--- src/rtl/pllcr_pkg.sv ---
package pllcr_pkg;
  localparam int REG_W    = 8;
  localparam int BIT_IE   = 7;
  localparam int BIT_FLAG = 6;
  localparam int BIT_ON   = 5;
  localparam int BIT_BCS  = 4;

  // reset image of the plain field storage (on=1, bcs=0, low nibble ones)
  localparam logic [REG_W-1:0] FIELD_RST  = 8'h2F;
  // bits a CPU write may change in the plain field storage
  localparam logic [REG_W-1:0] FIELD_WMSK = 8'h30;
  // bits of the plain field storage that appear on the read bus
  localparam logic [REG_W-1:0] FIELD_RMSK = 8'h3F;

  // next flag value: event wins over a clearing read, manual mode forces zero
  function automatic logic flag_next(input logic cur, input logic toggle,
                                     input logic clr, input logic auto_on);
    logic keep;
    keep = cur & ~clr;
    return auto_on & (toggle | keep);
  endfunction

  // per-bit masked write
  function automatic logic [REG_W-1:0] masked_wr(input logic [REG_W-1:0] cur,
                                                 input logic [REG_W-1:0] d,
                                                 input logic [REG_W-1:0] msk);
    return (cur & ~msk) | (d & msk);
  endfunction

  // read image composition
  function automatic logic [REG_W-1:0] read_image(input logic ie, input logic flg,
                                                  input logic auto_on,
                                                  input logic [REG_W-1:0] fields);
    logic [REG_W-1:0] img;
    img = fields & FIELD_RMSK;
    img[BIT_IE]   = ie & auto_on;
    img[BIT_FLAG] = flg & auto_on;
    return img;
  endfunction
endpackage

--- src/rtl/pllcr_lock_sync.sv ---
module pllcr_lock_sync #(
  parameter int STAGES = 2
) (
  input  logic clk,
  input  logic rst_n,
  input  logic async_in,
  output logic sync_out,
  output logic toggle
);
  logic [STAGES-1:0] chain_q;
  logic              prev_q;

  generate
    for (genvar i = 0; i < STAGES; i++) begin : g_stage
      if (i == 0) begin : g_first
        always_ff @(posedge clk or negedge rst_n) begin
          if (!rst_n) chain_q[0] <= 1'b0;
          else        chain_q[0] <= async_in;
        end
      end else begin : g_next
        always_ff @(posedge clk or negedge rst_n) begin
          if (!rst_n) chain_q[i] <= 1'b0;
          else        chain_q[i] <= chain_q[i-1];
        end
      end
    end
  endgenerate

  always_ff @(posedge clk or negedge rst_n) begin
    if (!rst_n) prev_q <= 1'b0;
    else        prev_q <= chain_q[STAGES-1];
  end

  assign sync_out = chain_q[STAGES-1];
  assign toggle   = chain_q[STAGES-1] ^ prev_q;
endmodule

--- src/rtl/pllcr_event_flag.sv ---
module pllcr_event_flag
  import pllcr_pkg::*;
(
  input  logic clk,
  input  logic rst_n,
  input  logic toggle,
  input  logic clr,
  input  logic auto_on,
  output logic flag_q
);
  always_ff @(posedge clk or negedge rst_n) begin
    if (!rst_n) flag_q <= 1'b0;
    else        flag_q <= flag_next(flag_q, toggle, clr, auto_on);
  end
endmodule

--- src/rtl/pllcr_field_reg.sv ---
module pllcr_field_reg #(
  parameter int              W    = 8,
  parameter logic [W-1:0]    RST  = '0,
  parameter logic [W-1:0]    WMSK = '1
) (
  input  logic         clk,
  input  logic         rst_n,
  input  logic         wr,
  input  logic [W-1:0] d,
  output logic [W-1:0] q
);
  generate
    for (genvar i = 0; i < W; i++) begin : g_bit
      if (WMSK[i]) begin : g_rw
        always_ff @(posedge clk or negedge rst_n) begin
          if (!rst_n)  q[i] <= RST[i];
          else if (wr) q[i] <= d[i];
        end
      end else begin : g_ro
        assign q[i] = RST[i];
      end
    end
  endgenerate
endmodule

--- src/rtl/pllcr_top.sv ---
module pllcr_top
  import pllcr_pkg::*;
#(
  parameter int               ADDR_W   = 8,
  parameter logic [ADDR_W-1:0] REG_ADDR = 8'h3C,
  parameter int               SYNC_STG = 2
) (
  input  logic              clk,
  input  logic              rst_n,
  input  logic [ADDR_W-1:0] bus_addr,
  input  logic              bus_rd,
  input  logic              bus_wr,
  input  logic [REG_W-1:0]  bus_wdata,
  output logic [REG_W-1:0]  bus_rdata,
  input  logic              pll_lock,
  input  logic              auto_bw,
  output logic              irq
);
  logic             addr_hit;
  logic             rd_hit;
  logic             wr_hit;
  logic             lock_sync;
  logic             lock_toggle;
  logic             flag_q;
  logic             ie_q;
  logic [REG_W-1:0] field_q;
  logic [REG_W-1:0] field_d;

  assign addr_hit = (bus_addr == REG_ADDR);
  assign rd_hit   = addr_hit & bus_rd;
  assign wr_hit   = addr_hit & bus_wr;

  pllcr_lock_sync #(.STAGES(SYNC_STG)) u_sync (
    .clk      (clk),
    .rst_n    (rst_n),
    .async_in (pll_lock),
    .sync_out (lock_sync),
    .toggle   (lock_toggle)
  );

  pllcr_event_flag u_flag (
    .clk     (clk),
    .rst_n   (rst_n),
    .toggle  (lock_toggle),
    .clr     (rd_hit),
    .auto_on (auto_bw),
    .flag_q  (flag_q)
  );

  // enable: writable only in automatic mode, held cleared otherwise
  always_ff @(posedge clk or negedge rst_n) begin
    if (!rst_n)       ie_q <= 1'b0;
    else if (!auto_bw) ie_q <= 1'b0;
    else if (wr_hit)  ie_q <= bus_wdata[BIT_IE];
  end

  assign field_d = masked_wr(field_q, bus_wdata, FIELD_WMSK);

  pllcr_field_reg #(
    .W    (REG_W),
    .RST  (FIELD_RST),
    .WMSK (FIELD_WMSK)
  ) u_fields (
    .clk   (clk),
    .rst_n (rst_n),
    .wr    (wr_hit),
    .d     (field_d),
    .q     (field_q)
  );

  assign bus_rdata = rd_hit ? read_image(ie_q, flag_q, auto_bw, field_q) : '0;
  assign irq       = flag_q & ie_q & auto_bw;

  logic unused_sync;
  assign unused_sync = lock_sync;
endmodule

--- config.mk ---
export PLATFORM = sky130hd
export DESIGN_NAME = pllcr_top
export DESIGN_NICKNAME = d
export VERILOG_FILES = /design/src/rtl/pllcr_pkg.sv /design/src/rtl/pllcr_lock_sync.sv /design/src/rtl/pllcr_event_flag.sv /design/src/rtl/pllcr_field_reg.sv /design/src/rtl/pllcr_top.sv
export SDC_FILE = /design/constraint.sdc
export NUM_CORES = 1
export LEC_CHECK = 0
export CAP_MARGIN = 20
export CORE_AREA = 2 2 39 41
export CTS_BUF_LIST = sky130_fd_sc_hd__clkbuf_2
export DETAILED_ROUTE_END_ITERATION = 10
export DIE_AREA = 0 0 41 43
export PLACE_DENSITY = 0.72
export SLEW_MARGIN = 25
export SYNTH_ARGS = -nofsm -noshare
export SYNTH_HDL_FRONTEND = slang
export SYNTH_SLANG_ARGS = --single-unit
--- constraint.sdc ---
create_clock -name clk -period 1.5 [get_ports clk]
set_input_delay 0.15 -clock clk [delete_from_list [all_inputs] [get_ports clk]]
set_output_delay 0.15 -clock clk [all_outputs]
set_load 0.03 [all_outputs]
=== Yosys cells after proc, flatten, opt, wreduce, memory -nomap -nowiden ===
Index checks and enable logic that the tools add are counted.

* Output and inout bits: 9
* Bits of input ports: 22
* Logic and storage cells: 23
* Bits in registers: 7

* Muxes and demuxes: 3
* Equality and inequality tests: 2
* Bitwise logic cells: 11

{| class="wikitable"
|+ Operator list
! kind !! count
|-
| 1-bit bitwise AND || 8
|-
| 8-bit by 6-bit equality test with 1-bit output, second input constant || 1
|-
| 8-bit 2-to-1 mux || 1
|-
| 1-bit 2-to-1 mux || 2
|-
| 2-bit by 1-bit != test with 1-bit output, second input constant || 1
|-
| 1-bit inverter || 1
|-
| 1-bit bitwise OR || 1
|-
| 1-bit bitwise XOR || 1
|}

=== Depth between registers and ports, before layout ===
* Word-level depth: 6
* Gate-level depth with buffers: 4
* Mapped depth without buffers: 4

=== Cells and area by module ===
From an unflattened synthesis, not the netlist that was laid out.

* Cell total of the unflattened synthesis: 37
* Area total of the unflattened synthesis: 412.9 um2

{| class="wikitable"
|+ Modules (own cells, without submodules)
! module !! instances !! cells each !! sequential area each (um2) !! area an instance (um2)
|-
| pllcr_top || 1 || 18 || 25.0 || 156.4
|-
| pllcr_field_reg || 1 || 12 || 51.3 || 126.4
|-
| pllcr_lock_sync || 1 || 4 || 75.1 || 83.8
|-
| pllcr_event_flag || 1 || 3 || 25.0 || 46.3
|}

=== Least setup slack after synthesis ===
No wires, ideal clock.

* Kind: input -> output
* Start: input port bus_addr[6]
* End: output port bus_rdata[4]
* Path slack: 356 ps
* Required time: 1,350 ps
* Data arrival time: 994 ps
* Buffers on the path: 0
* Cell stages on the path: 4
* Cell sequence: and4bb_1 > nand3_1 > inv_1 > and2_1

* Word-level cells in the longest chain between the ends: 3

{| class="wikitable"
|+ Ends and longest elaborated chain
! what !! line !! RTL
|-
| start: declaration || pllcr_top.sv:10 || <nowiki>input logic [ADDR_W-1:0] bus_addr,</nowiki>
|-
| 8-bit by 6-bit equality test with 1-bit output || pllcr_top.sv:29 || <nowiki>assign addr_hit = (bus_addr == REG_ADDR);</nowiki>
|-
| 1-bit bitwise AND || pllcr_top.sv:30 || <nowiki>assign rd_hit = addr_hit & bus_rd;</nowiki>
|-
| via rd_hit || pllcr_top.sv:20 || <nowiki>logic rd_hit;</nowiki>
|-
| 8-bit 2-to-1 mux || pllcr_top.sv:71 || <nowiki>assign bus_rdata = rd_hit ? read_image(ie_q, flag_q, auto_bw, field_q) : '0;</nowiki>
|-
| end: declaration || pllcr_top.sv:14 || <nowiki>output logic [REG_W-1:0] bus_rdata,</nowiki>
|}

The timed path passes the listed nets, and every way through them passes these cells.

=== Worst setup path after layout ===
* Start: input port bus_addr[7]
* End: output port bus_rdata[0]

* Word-level cells in the longest chain between the ends: 3

{| class="wikitable"
|+ Ends and longest elaborated chain
! what !! line
|-
| 8-bit by 6-bit equality test with 1-bit output || pllcr_top.sv:29
|-
| 1-bit bitwise AND || pllcr_top.sv:30
|-
| 8-bit 2-to-1 mux || pllcr_top.sv:71
|}

No other way between the ends.

==> impl_summary.txt <==
----------------------------------------------------
[Status]
  Run status ... complete, no violations

[Power]
  Share of power burned in registers ... 50.4%
  Switch Pwr ... 0.0889 mW
  Power density over cell area ... 613 nW/µm²
  Lkg Pwr ... 0.319 nW
  Internal portion of total power ... 0.315 mW
  Peak ir drop on the vdd network ... 0.000324 V
  Proportion of total power due to net switching ... 22.0%
  Share of power burned in the clock network ... 34.4%
  Logic pwr share ... 15.2%

[Worst setup path]
  Endpoint type of the worst setup path ... output port
  Crit Path Class ... in -> out
  Biggest fanout along the worst timing path ... 4
  Reg-to-reg slack, setup ... 720 ps
  Crit path required time ... 1350 ps
  Beginning of the worst register-to-register path ... u_fields.q[4]$_DFFE_PN0P_
  Terminus of the critical flop-to-flop path ... u_fields.q[4]$_DFFE_PN0P_
  CP startpoint kind ... input pin
  WP data arrival ... 1310 ps
  R2R depth ... 1

[Synth]
  Yosys warning total ... 0
  Proportion of netlist area held by the largest area contributor ... 44.4%
  Post-synth top flop ... sky130_fd_sc_hd__dfrtp_1
  Most area-consuming cells after synthesis ... sky130_fd_sc_hd__dfrtp_1, sky130_fd_sc_hd__buf_4, sky130_fd_sc_hd__dfstp_2, sky130_fd_sc_hd__and4bb_1, sky130_fd_sc_hd__mux2_1
  Mean cell area of the mapped netlist ... 11.3 µm²
  Top cells by count, synth ... sky130_fd_sc_hd__dfrtp_1, sky130_fd_sc_hd__buf_4, sky130_fd_sc_hd__nand2_1
  Net count of the mapped netlist ... 52
  Distinct cell type count of the synthesized netlist ... 15
  Leading area contributor after synthesis ... sky130_fd_sc_hd__dfrtp_1
  Synthesized area ... 338 µm²
  Most frequent cell after synthesis ... sky130_fd_sc_hd__dfrtp_1
  Instance count of the mapped netlist ... 30
  Number of synthesized flops with an enable pin ... 0
  Portion of the post-synthesis area used by sequential elements ... 52.2%
  Proportion of register bits with asynchronous set or reset after synthesis ... 100%
  Number of flip-flops and latches in the synthesized netlist ... 7

[Final layout]
  Final std cell area, no fill ... 659 µm²
  Area delta synth->final ... 95.2%
  Fill cell count ... 138
  Final layout net count ... 84
  Share of cells above drive strength 1 ... 41.0%
  Number of diodes added for antenna fixing ... 0

[Floorplan]
  Core area ... 1380 µm²
  Die Span Y ... 43 µm
  Top-level port count ... 31
  Area of the die ... 1760 µm²
  Initial Utilization ... 24.4%
  Die width ... 41 µm
  Row cnt ... 14

[Job]
  Count of maximum capacitance violations ... 0

[STA]
  Peak Freq ... 685 MHz
  Final setup vio count ... 0
  Final count of hold timing violations ... 0
  Worst slew margin relative to its limit ... 79.8%
  Setup tns final ... 0 ps
  Crit path time final ... 1460 ps
  Period utilization ... 97.3%
  Unrepaired setup endpoints after global routing ... true
  Transition time at the pin with the least slew margin ... 303 ps
  Count of pins over their slew limit ... 0
  Max Clock Skew ... 3.66 ps

[Routing]
  Drt via density ... 4.27
  Iteration count of the initial detailed-routing pass ... 2
  Detailed Route Iter0 Violations ... 10
  DR WL/cell ... 10.4 µm
  Via count ... 329
  DRC violations left ... 0
  Routed WL ... 800 µm
  Antenna-violating nets left ... 0

[Global routing]
  Via count of the first global-routing pass ... 323
  All-Layer GR Usage ... 11.2%
  Antenna violations before repair ... 0
  Maximum number of pins on one net before global-route repair ... 8
  Global route total overflow ... 0
  Global-route wire length before repair ... 1.23 mm

[Placement]
  Buffers added on ports ... 25
  Placement-stage cell area ... 601 µm²
  Placer's final routability congestion estimate ... 0.571

[CTS]
  Number of buffers created by CTS ... 3
  Number of clock sinks ... 7
  CTS H-tree depth ... 1
  Worst skew pair latency ... 230 ps
  CTS tree ... done
  # hold bufs at CTS ... 0
  Clk Tree Root Cell ... sky130_fd_sc_hd__clkbuf_2
  CTS Buffer Depth ... 2
  Number of buffers inserted to repair setup after CTS ... 0
  Clock edge transition at the registers on the reported setup and hold paths ... 70 ps

[Min path]
  Path category of the worst min-delay check ... in -> async

----------------------------------------------------
per-stage QoR:
stage | total power [mW] | setup slack, ps | hold slack, ps | cells | util (%)
after floorplan | 0.218 | 356 | -146 | 30 | -
after global placement | 0.265 | -5.70 | 334 | 73 | 43.4
after detailed placement | 0.267 | -14.3 | 337 | 73 | 43.4
after CTS | 0.413 | 3.34 | 161 | 77 | 44.8
after global routing | 0.443 | -17.7 | 149 | 77 | 47.6
final | 0.404 | 40.4 | 164 | 77 | 47.6
critical path: stages:
cell	delay, ps
sky130_fd_sc_hd__clkdlybuf4s50_1	390
sky130_fd_sc_hd__and4bb_1	300
sky130_fd_sc_hd__nand3_2	110
sky130_fd_sc_hd__inv_2	90
sky130_fd_sc_hd__buf_4	120
sky130_fd_sc_hd__buf_4	150
state kept, by name, summed over array words and instances, names as in the netlist:
signal,count
u_flag.flag_q,1
u_sync.chain_q,1
u_fields.q,2
u_sync.sync_out,1
u_sync.prev_q,1
ie_q,1
placed cells by master (no fill, tap or decap):
master,instances
sky130_fd_sc_hd__and2_1,2
sky130_fd_sc_hd__o21ai_0,1
sky130_fd_sc_hd__dfstp_2,1
sky130_fd_sc_hd__buf_6,5
sky130_fd_sc_hd__mux2_1,2
sky130_fd_sc_hd__xor2_1,1
sky130_fd_sc_hd__buf_4,10
sky130_fd_sc_hd__nor2_4,2
sky130_fd_sc_hd__nand2_1,4
sky130_fd_sc_hd__inv_2,1
sky130_fd_sc_hd__nand3_2,2
sky130_fd_sc_hd__dfrtp_1,6
sky130_fd_sc_hd__mux2i_1,1
sky130_fd_sc_hd__clkdlybuf4s50_1,16
sky130_fd_sc_hd__clkbuf_2,4
sky130_fd_sc_hd__and3_1,1
sky130_fd_sc_hd__and4bb_1,2
cells by family after synthesis:
family / after synthesis / share of synthesized area [%]
DFF: 7 / 52.2
AOI/OAI and AO/OA: 1 / 1.48
muxes: 3 / 9.63
xor gates and xnor gates: 1 / 2.59
and+or+nand+nor: 13 / 24.1
buffers and inverters: 5 / 10.0
worst max path at each step:
stage | startpoint | to | slack (ps) | cells past startpoint
2_1_floorplan | bus_addr[6] | bus_rdata[4] | 360 | 4
3_3_place_gp | bus_addr[0] | bus_rdata[4] | -6 | 6
3_5_place_dp | bus_addr[0] | u_fields.q[4]$_DFFE_PN0P_ | -10 | 5
4_1_cts | bus_addr[1] | bus_rdata[4] | 3 | 6
5_1_grt | bus_addr[0] | bus_rdata[2] | -20 | 6
6_report | bus_addr[7] | bus_rdata[0] | 40 | 6
final cells by class:
| class | count | area (µm²) | share of cell area (%) |
|---|---|---|---|
| timing repair buffer | 31 | 292 | 44.2 |
| sequential | 7 | 176 | 26.8 |
| multi-input combinational | 18 | 148 | 22.4 |
| clock buffer | 4 | 20.0 | 3.04 |
| tap | 16 | 20.0 | 3.04 |
| inverter | 1 | 3.75 | 0.569 |
layer usage:
metal	wire length [µm]	global-route usage, %	vias to the layer above
li1	-	-	158
met1	289	10.9	150
met2	403	15.9	19
met3	99	7.85	2
met4	8	8.00	0
met5	0	0	-
power groups by stage:
| stage | combinational [mW] | sequential [mW] | clock (mW) |
|---|---|---|---|
| global route | 0.0667 | 0.205 | 0.171 |
| floorplan | 0.0113 | 0.206 | 0 |
| CTS | 0.0607 | 0.204 | 0.148 |
| finish | 0.0613 | 0.204 | 0.139 |
| detailed placement | 0.0602 | 0.207 | 0 |
| global placement | 0.0588 | 0.207 | 0 |
repair_timing:
item / 4_1_cts / 5_1_grt
resized for setup: 0 / 11
setup endpoints to repair: 3 / 8
pin swaps: 1 / 5
No activity file was read; power rests on OpenSTA's default activity.
